==> src/rtl/ea_chain_pkg.sv <==
package ea_chain_pkg;
    localparam int AW = 15;
    localparam int DW = 16;
    localparam int DISP_W = 8;

    // reserved pointer windows: [WIN_BASE, WIN_BASE+WIN_LEN) increment,
    // next WIN_LEN words decrement
    localparam logic [AW-1:0] WIN_BASE = 15'd16;
    localparam int WIN_LEN = 8;

    typedef enum logic [1:0] {
        AM_PAGE0 = 2'b00,
        AM_PCREL = 2'b01,
        AM_IDXA  = 2'b10,
        AM_IDXB  = 2'b11
    } amode_e;

    typedef enum logic [1:0] {
        ST_IDLE,
        ST_READ,
        ST_EVAL
    } ea_state_e;

    typedef struct packed {
        ea_state_e      st;
        logic [AW-1:0]  ptr;
        logic [AW-1:0]  ea;
        logic           done;
        logic           err;
    } ea_regs_t;
endpackage

==> src/rtl/ea_base_calc.sv <==
module ea_base_calc
    import ea_chain_pkg::*;
(
    input  logic [1:0]        mode,
    input  logic [DISP_W-1:0] disp,
    input  logic [AW-1:0]     pc,
    input  logic [DW-1:0]     acc_a,
    input  logic [DW-1:0]     acc_b,
    output logic [AW-1:0]     base
);
    localparam int EXT_W = AW - DISP_W;

    logic [AW-1:0] disp_sx;
    logic [AW-1:0] disp_zx;

    assign disp_sx = {{EXT_W{disp[DISP_W-1]}}, disp};
    assign disp_zx = {{EXT_W{1'b0}}, disp};

    always_comb begin
        unique case (amode_e'(mode))
            AM_PAGE0: base = disp_zx;
            AM_PCREL: base = pc + disp_sx;
            AM_IDXA:  base = acc_a[AW-1:0] + disp_sx;
            default:  base = acc_b[AW-1:0] + disp_sx;
        endcase
    end
endmodule

==> src/rtl/ea_autoidx.sv <==
module ea_autoidx
    import ea_chain_pkg::*;
(
    input  logic [AW-1:0] addr,
    input  logic [DW-1:0] word_in,
    output logic          hit,
    output logic [DW-1:0] word_out
);
    logic in_inc;
    logic in_dec;

    assign in_inc = (addr >= WIN_BASE) && (addr < WIN_BASE + AW'(WIN_LEN));
    assign in_dec = (addr >= WIN_BASE + AW'(WIN_LEN)) &&
                    (addr < WIN_BASE + AW'(2 * WIN_LEN));
    assign hit = in_inc || in_dec;

    always_comb begin
        if (in_inc)      word_out = word_in + DW'(1);
        else if (in_dec) word_out = word_in - DW'(1);
        else             word_out = word_in;
    end
endmodule

==> src/rtl/ea_level_limit.sv <==
module ea_level_limit #(
    parameter int MAX_LEVELS = 8,
    parameter bit LIMIT_EN   = 1'b1,
    localparam int LW        = $clog2(MAX_LEVELS + 1)
) (
    input  logic [LW-1:0] lvl,
    output logic          at_limit
);
    generate
        if (LIMIT_EN) begin : g_lim
            assign at_limit = (lvl >= LW'(MAX_LEVELS - 1));
        end else begin : g_nolim
            logic unused_lvl;
            assign unused_lvl = ^lvl;
            assign at_limit = 1'b0;
        end
    endgenerate
endmodule

==> src/rtl/ea_chain_gen.sv <==
module ea_chain_gen
    import ea_chain_pkg::*;
#(
    parameter int MAX_LEVELS = 8,
    parameter bit LIMIT_EN   = 1'b1
) (
    input  logic          clk,
    input  logic          rst_n,
    input  logic          start,
    input  logic          ind_i,
    input  logic [1:0]    mode_i,
    input  logic [7:0]    disp_i,
    input  logic [14:0]   pc_i,
    input  logic [15:0]   acc_a_i,
    input  logic [15:0]   acc_b_i,
    output logic          mem_rd_o,
    output logic          mem_wr_o,
    output logic [14:0]   mem_addr_o,
    output logic [15:0]   mem_wdata_o,
    input  logic [15:0]   mem_rdata_i,
    output logic          busy_o,
    output logic          done_o,
    output logic [14:0]   ea_o,
    output logic          err_o
);
    localparam int LW = $clog2(MAX_LEVELS + 1);

    ea_regs_t      r_d, r_q;
    logic [LW-1:0] lvl_d, lvl_q;

    logic [AW-1:0] base_addr;
    logic          ptr_hit;
    logic [DW-1:0] word_mod;
    logic          lim_hit;

    ea_base_calc u_base (
        .mode  (mode_i),
        .disp  (disp_i),
        .pc    (pc_i),
        .acc_a (acc_a_i),
        .acc_b (acc_b_i),
        .base  (base_addr)
    );

    ea_autoidx u_aidx (
        .addr     (r_q.ptr),
        .word_in  (mem_rdata_i),
        .hit      (ptr_hit),
        .word_out (word_mod)
    );

    ea_level_limit #(.MAX_LEVELS(MAX_LEVELS), .LIMIT_EN(LIMIT_EN)) u_lim (
        .lvl      (lvl_q),
        .at_limit (lim_hit)
    );

    always_comb begin
        r_d         = r_q;
        r_d.done    = 1'b0;
        r_d.err     = 1'b0;
        lvl_d       = lvl_q;
        mem_rd_o    = 1'b0;
        mem_wr_o    = 1'b0;
        mem_addr_o  = r_q.ptr;
        mem_wdata_o = word_mod;

        unique case (r_q.st)
            ST_IDLE: begin
                if (start) begin
                    if (ind_i) begin
                        r_d.st  = ST_READ;
                        r_d.ptr = base_addr;
                        lvl_d   = '0;
                    end else begin
                        r_d.done = 1'b1;
                        r_d.ea   = base_addr;
                    end
                end
            end
            ST_READ: begin
                mem_rd_o = 1'b1;
                r_d.st   = ST_EVAL;
            end
            ST_EVAL: begin
                mem_wr_o = ptr_hit;
                lvl_d    = lvl_q + LW'(1);
                if (!word_mod[DW-1]) begin
                    r_d.st   = ST_IDLE;
                    r_d.done = 1'b1;
                    r_d.ea   = word_mod[AW-1:0];
                end else if (lim_hit) begin
                    r_d.st   = ST_IDLE;
                    r_d.done = 1'b1;
                    r_d.err  = 1'b1;
                    r_d.ea   = word_mod[AW-1:0];
                end else begin
                    r_d.st  = ST_READ;
                    r_d.ptr = word_mod[AW-1:0];
                end
            end
            default: r_d.st = ST_IDLE;
        endcase
    end

    always_ff @(posedge clk) begin
        if (!rst_n) begin
            r_q   <= '{st: ST_IDLE, ptr: '0, ea: '0, done: 1'b0, err: 1'b0};
            lvl_q <= '0;
        end else begin
            r_q   <= r_d;
            lvl_q <= lvl_d;
        end
    end

    assign busy_o = (r_q.st != ST_IDLE);
    assign done_o = r_q.done;
    assign ea_o   = r_q.ea;
    assign err_o  = r_q.err;
endmodule

==> config.mk <==
export PLATFORM = sky130hd
export DESIGN_NAME = ea_chain_gen
export DESIGN_NICKNAME = d
export VERILOG_FILES = /design/src/rtl/ea_chain_pkg.sv /design/src/rtl/ea_base_calc.sv /design/src/rtl/ea_autoidx.sv /design/src/rtl/ea_level_limit.sv /design/src/rtl/ea_chain_gen.sv
export SDC_FILE = /design/constraint.sdc
export NUM_CORES = 1
export LEC_CHECK = 0
export ABC_AREA = 1
export BUFFER_PORTS_ARGS = -buffer_cell sky130_fd_sc_hd__clkbuf_2
export CAP_MARGIN = 20
export CORE_AREA = 2 2 97 99
export CTS_CLUSTER_DIAMETER = 80
export DETAILED_ROUTE_END_ITERATION = 10
export DIE_AREA = 0 0 99 101
export GPL_TIMING_DRIVEN = 0
export PLACE_DENSITY = 0.81
export SYNTH_ARGS = -nofsm -noshare
export SYNTH_HDL_FRONTEND = slang
export SYNTH_SLANG_ARGS = --single-unit
==> constraint.sdc <==
create_clock -name clk -period 3.6 [get_ports clk]
set_clock_uncertainty 0.2 [all_clocks]
set_input_delay 0.18 -clock clk [delete_from_list [all_inputs] [get_ports clk]]
set_output_delay 0.18 -clock clk [all_outputs]
set_load 0.005 [all_outputs]
=== Word level (Yosys, flattened, before mapping) ===
Cells that the tools add are included.

* Flip-flop bits (word level): 38
* Bits of input ports: 77
* Output and inout bits: 51
* Logic and storage cells: 58

* Add/subtract/negate cells: 6
* Magnitude comparators: 5
* Equality and inequality tests: 10
* Muxes and demuxes: 19
* Reduce and logical (&&, ||, !) cells: 12

{| class="wikitable"
|+ Operators by type and width
! operator !! number
|-
| $mux 16 || 4
|-
| $pmux 31 s2 || 1
|-
| $add 15x15->15 || 3
|-
| $pmux 15 s3 || 1
|-
| $mux 17 || 2
|-
| $mux 33 || 1
|-
| $ge 15x5->1 const B || 2
|-
| $mux 15 || 2
|-
| $add 16x1->16 const B || 1
|-
| $sub 16x1->16 const B || 1
|-
| $lt 15x5->1 const B || 1
|-
| $lt 15x6->1 const B || 1
|-
| $ne 2x2->1 const B || 5
|-
| $mux 4 || 2
|-
| $pmux 4 s2 || 1
|-
| $pmux 2 s3 || 1
|-
| $reduce_and 3->1 || 2
|-
| $reduce_and 5->1 || 1
|-
| $add 4x1->4 const B || 1
|-
| $eq 2x1->1 const B || 2
|-
| $eq 2x2->1 const B || 2
|-
| $ge 4x3->1 const B || 1
|-
| $logic_not 2->1 || 2
|-
| $mux 1 || 4
|-
| other kinds (6) || 8
|}

=== Depth between registers and ports, before layout ===
* Depth after elaboration: 7
* Mapped depth: 20
* Gate-level depth less buffers: 19

=== Cells and area by module ===
From an unflattened synthesis, not the netlist that was laid out.

* Cells, all modules: 868
* Area, all modules: 4758.3 µm²

{| class="wikitable"
|+ Modules (own cells, without submodules)
! module !! times used !! cells each !! area each (µm²) !! sequential area each (µm²)
|-
| ea_chain_gen || 1 || 342 || 2242.2 || 760.7
|-
| ea_base_calc || 1 || 285 || 1370.1 || 0.0
|-
| ea_autoidx || 1 || 238 || 1133.6 || 0.0
|-
| ea_level_limit || 1 || 3 || 12.5 || 0.0
|}

=== Worst setup path before layout ===
Ideal clock, no wire load.

* Kind: input-to-reg
* Start point: in mode_i[0]
* End point: reg r_q (netlist bit mem_addr_o[10])
* Arrival: 2.641 ns
* Data required time: 3.330 ns
* Slack: 0.688 ns
* Stages: 19
* Path buffers: 2
* Cell sequence: inv_1 -> ha_1 -> clkbuf_1 -> clkbuf_1 -> nand3_1 -> o21ai_0 -> inv_1 -> ha_1 -> inv_1 -> fa_1 -> o21ai_0 -> nand2_1 -> nand2_1 -> nand2_1 -> nand3b_1 -> nand3_1 -> nand2_1 -> nand3_1 -> a21oi_1

* Cells in the longest elaborated chain, start to end: 5
* Elaborated cells on any way between the ends: 7
* Those cells by class: eq/ne (2); mux (4); reduce/logical (1)

{| class="wikitable"
|+ RTL lines
! element !! RTL line !! text
|-
| from (decl) || ea_chain_gen.sv:11 || <nowiki>input logic [1:0] mode_i,</nowiki>
|-
| $eq 2x2->1, or another cell as far along || ea_base_calc.sv:20 || <nowiki>unique case (amode_e'(mode))</nowiki>
|-
| $pmux 15 s3 * || ea_base_calc.sv:20 ||
|-
| $mux 17 * || ea_chain_gen.sv:70 || <nowiki>if (ind_i) begin</nowiki>
|-
| $mux 33 * || ea_chain_gen.sv:69 || <nowiki>if (start) begin</nowiki>
|-
| $pmux 31 s2 * || ea_chain_gen.sv:67 || <nowiki>unique case (r_q.st)</nowiki>
|-
| to (signal assigned) || ea_chain_gen.sv:107 || <nowiki>r_q <= '{st: ST_IDLE, ptr: '0, ea: '0, done: 1'b0, err: 1'b0};</nowiki>
|-
| to (signal assigned) || ea_chain_gen.sv:110 || <nowiki>r_q <= r_d;</nowiki>
|-
| to (decl) || ea_chain_gen.sv:28 || <nowiki>ea_regs_t r_d, r_q;</nowiki>
|}

Every way passes the cells marked *; elsewhere a longest branch is shown, timed or not. The select of a mux whose other input is x is not followed.
A chain may end at the register's enable or synchronous reset.

=== Final worst setup path ===
* Start point: in mode_i[0]
* End point: reg r_q (netlist bit ea_o[9])

* Cells in the longest elaborated chain, start to end: 5
* Elaborated cells on any way between the ends: 7
* Those cells by class: eq/ne (2); mux (4); reduce/logical (1)

{| class="wikitable"
|+ RTL lines
! element !! RTL line
|-
| $eq 2x2->1, or another cell as far along || ea_base_calc.sv:20
|-
| $pmux 15 s3 * || ea_base_calc.sv:20
|-
| $mux 16 * || ea_chain_gen.sv:70
|-
| $mux 33 * || ea_chain_gen.sv:69
|-
| $pmux 31 s2 * || ea_chain_gen.sv:67
|}

Marks and branches as above.

==> flow_summary_export.csv <==
group,metric,value,unit
outcome,outcome,"finished clean",
timing,relSlewSlack,33.0,%
placed_design,hpwl,11.7,mm
critical_path,crit_path_end,"ea_o[9]",
synthesis,synth.most_common_cell,"nand2_1",
synthesis,synthArstFlopShare,0,%
cells_and_area,drive_above_1_share,20.3,%
floorplan,initial_utilization,53.5,%
clocking,clock_latency,0.29,ns
route,drt-total-wl,14.1,mm
floorplan,dieWidth,99,um
synthesis,synth_edf_count,0,
synthesis,yosys-top-cells-count,"nand2_1 (280), nor2_1 (115), inv_1 (97)",
cells_and_area,utilization,63.1,%
cells_and_area,final_nets,1088,
clocking,clockBufferDepth,2,
timing,rsz0062_at_grt,"false",
synthesis,syn-num-nets,960,
route,drc_errors,0,
route,wl_per_cell,12.8,um
min_path,holdCritPathClass,"input pin to flop",
clocking,cts_sinks,38,
power_and_ir_drop,power.density,308,nW/um2
grt,antenna_found_initial,0,
route,vias,5728,
critical_path,timing.rr.start,"mem_addr_o[11]",
critical_path,critPathSlowestCell,"clkbuf_1",
placed_design,place_inst,1091,
critical_path,r2r-end,"mem_addr_o[1]",
power_and_ir_drop,seqPwrFrac,27.6,%
floorplan,fp.dieH,101,um
clocking,path_clk_slew,0.07,ns
critical_path,path_class,"input pin to flop",
synthesis,yosysSeqAreaShare,15.8,%
route,drtIter0Drc,449,
timing,worst_pin_slew,0.997,ns
clocking,cts_tree,"built",
floorplan,rows,35,
power_and_ir_drop,pwr-share-comb,51.5,%
flow_run,maxCapViolCount,0,
placed_design,port-buffer-count,121,
route,dr.pass1.iters,6,
grt,grt_max_degree,12,
critical_path,crit_start,"mode_i[0]",
timing,slew_viol_final,0,
critical_path,crit_path_cell_trace,"clkbuf_2, inv_1, ha_1, clkbuf_1, clkbuf_1, nand3_1, o21ai_0, inv_1, ha_1, a21oi_1, nand2_1, nand2_1, nand3_1, nand2_1, nand3b_1, nand4_1, nand2_1, nor2_1, nor2_1",
placed_design,gp_congestion,0.936,
timing,hold_viol,0,
synthesis,netlist_top_cells_area,"nand2_1 (22%), dfxtp_1 (16%), nor2_1 (9.0%)",
power_and_ir_drop,p_clk_share,20.9,%
clocking,htreeDepth,2,
grt,grt_pass1_vias,4992,
critical_path,critical_path_peak_fanout,10,
critical_path,cpPeakStageDelay,0.38,ns
cells_and_area,diodes,0,
timing,max_freq,312,MHz
clocking,cts_root_buffer,"clkbuf_8",
synthesis,yosys.area.top_type,"nand2_1",
synthesis,syn_inst,859,
timing,fin_setup_tns,0,ns
synthesis,ys_seq_elements,38,
clocking,hold_buffers,0,
power_and_ir_drop,ir_drop,161,uV
floorplan,core,8980,um2
critical_path,critPathLaunchType,"input pin",
cells_and_area,fin_cells,1098,
synthesis,synth.avg_cell_area,5.60,um2
synthesis,synth_top_cell_area_share,21.9,%
critical_path,cp-end-kind,"flop",
critical_path,crit_top_cell,"nand2_1",
grt,overflow,0,
critical_path,reg2reg_slack,0.98,ns
power_and_ir_drop,netSwitchingFraction,41.3,%
critical_path,cpLargestDelayFamily,"simple AND/OR/NAND/NOR gates",
floorplan,die_area,10000,um2
critical_path,path_buf_inv,5,
cells_and_area,areaGrowthSynthToFinish,17.8,%
timing,period_share,89.0,%
clocking,cts-buffers-inserted,5,
cells_and_area,fillers,932,
timing,setup_viol,0,
critical_path,reg2reg_depth,10,
route,drtAntennaViolNets,0,
power_and_ir_drop,p_int,1.02,mW
synthesis,ys.flop_type,"dfxtp_1",
power_and_ir_drop,p_sw,0.720,mW
floorplan,io_pins,128,
synthesis,synth.distinct_cells,42,
timing,period_needed,3.20,ns
power_and_ir_drop,power_leakage,3.24,nW
critical_path,cp_data_required_time,3.58,ns
critical_path,crit_cells,19,
grt,track_usage,27.8,%
critical_path,crit_arrival,3.19,ns
synthesis,yosys_warnings,0,
route,via_per_inst,5.22,
grt,grt_pass1_wl,23.0,mm
synthesis,syn_area,4810,um2
-- routing by layer --
| layer | wire length [um] | vias up | global-route usage [%] |
|---|---|---|---|
| met3 | 1000 | 29 | 2.91 |
| met5 | 0 | - | 0 |
| met2 | 6420 | 240 | 46.3 |
| li1 | - | 2953 | - |
| met4 | 400 | 0 | 8.75 |
| met1 | 6250 | 2506 | 37.9 |
-- per-stage QoR --
step | setup slack [ns] | area, um2 | hold WS (ns) | power [mW]
final | 0.397 | 5660 | 0.0546 | 1.74
after global routing | 0.110 | 5660 | 0.0435 | 1.88
after CTS | 0.305 | 5660 | 0.0335 | 1.74
after detailed placement | 0.00947 | 5550 | 0.273 | 1.37
after global placement | 0.00599 | 5550 | 0.265 | 1.36
after floorplan | 0.688 | 4810 | 0.152 | 1.10
-- flip-flops by register name (all words and copies together) (netlist names) --
name and count:
ea_o 15, lvl_q 4, done_o 1, mem_addr_o 15
err_o 1, r_q 2
-- tightest hold or removal path, stage by stage --
cell,delay [ns]
clkbuf_2,0.12
o21ai_0,0.14
nor2_1,0.06
-- repair_timing --
item,CTS,global route
setup buffers,0,0
endpoints found under the setup margin,0,2
resized for setup,0,1
hold endpoints to repair,0,0
-- how the worst min path moves through the flow --
stage	to	slack, ns	startpoint	depth (start not counted)
floorplan	lvl_q[2]	0.15	rst_n	2
global placement	mem_addr_o[1]	0.26	mem_addr_o[1]	2
detailed placement	mem_addr_o[1]	0.27	mem_addr_o[1]	2
CTS	lvl_q[2]	0.03	rst_n	3
global route	lvl_q[2]	0.04	rst_n	3
finish	lvl_q[2]	0.05	rst_n	3
-- cell families (layout without fill, tap and decap cells) --
logic type | Yosys count | after routing | share of synthesized area [%]
AO/OA/AOI/OAI | 75 | 75 | 8.54
XOR/XNOR | 12 | 12 | 2.19
adder cells (fa/ha/maj) | 24 | 24 | 6.40
buffers and inverters | 159 | 287 | 16.2
flip-flops | 38 | 38 | 15.8
AND/OR/NAND/NOR | 551 | 551 | 50.9
-- layout make-up --
class                   instances  area [um2]  share of cell area [%]
plain buffers                  56         389                    6.87
clock buffers                   6        82.6                    1.46
clock inverters                 1        30.0                   0.530
inverters                     103         389                    6.87
multi-input cells             662        3270                    57.7
flip-flops and latches         38         761                    13.4
well taps                     111         139                    2.45
repair buffers                121         606                    10.7
-- power groups by stage --
stage	logic, mW	clock network, mW	registers (mW)
finish	0.897	0.365	0.481
global route	1.01	0.391	0.485
CTS	0.887	0.370	0.481
detailed placement	0.882	0	0.490
global placement	0.870	0	0.489
floorplan	0.621	0	0.482
-- cells in the final DEF, fill, tap and decap left out, types with 2 or more instances in the layout --
cell type / count
nand2_1: 280
clkbuf_2: 121
nor2_1: 115
inv_1: 97
nand3_1: 82
dfxtp_1: 38
o21ai_0: 33
buf_4: 32
a21oi_1: 27
ha_1: 23
nand4_1: 22
nand3b_1: 19
xor2_1: 12
clkbuf_1: 11
nor3_1: 9
buf_2: 7
nand2_2: 7
clkbuf_8: 6
o211ai_1: 5
nor2_4: 3
nor2_2: 3
inv_2: 3
buf_6: 3
and2_1: 3
nand2_4: 3
o21ai_1: 3
clkinv_2: 2
Power figures use the tool's default switching activity.
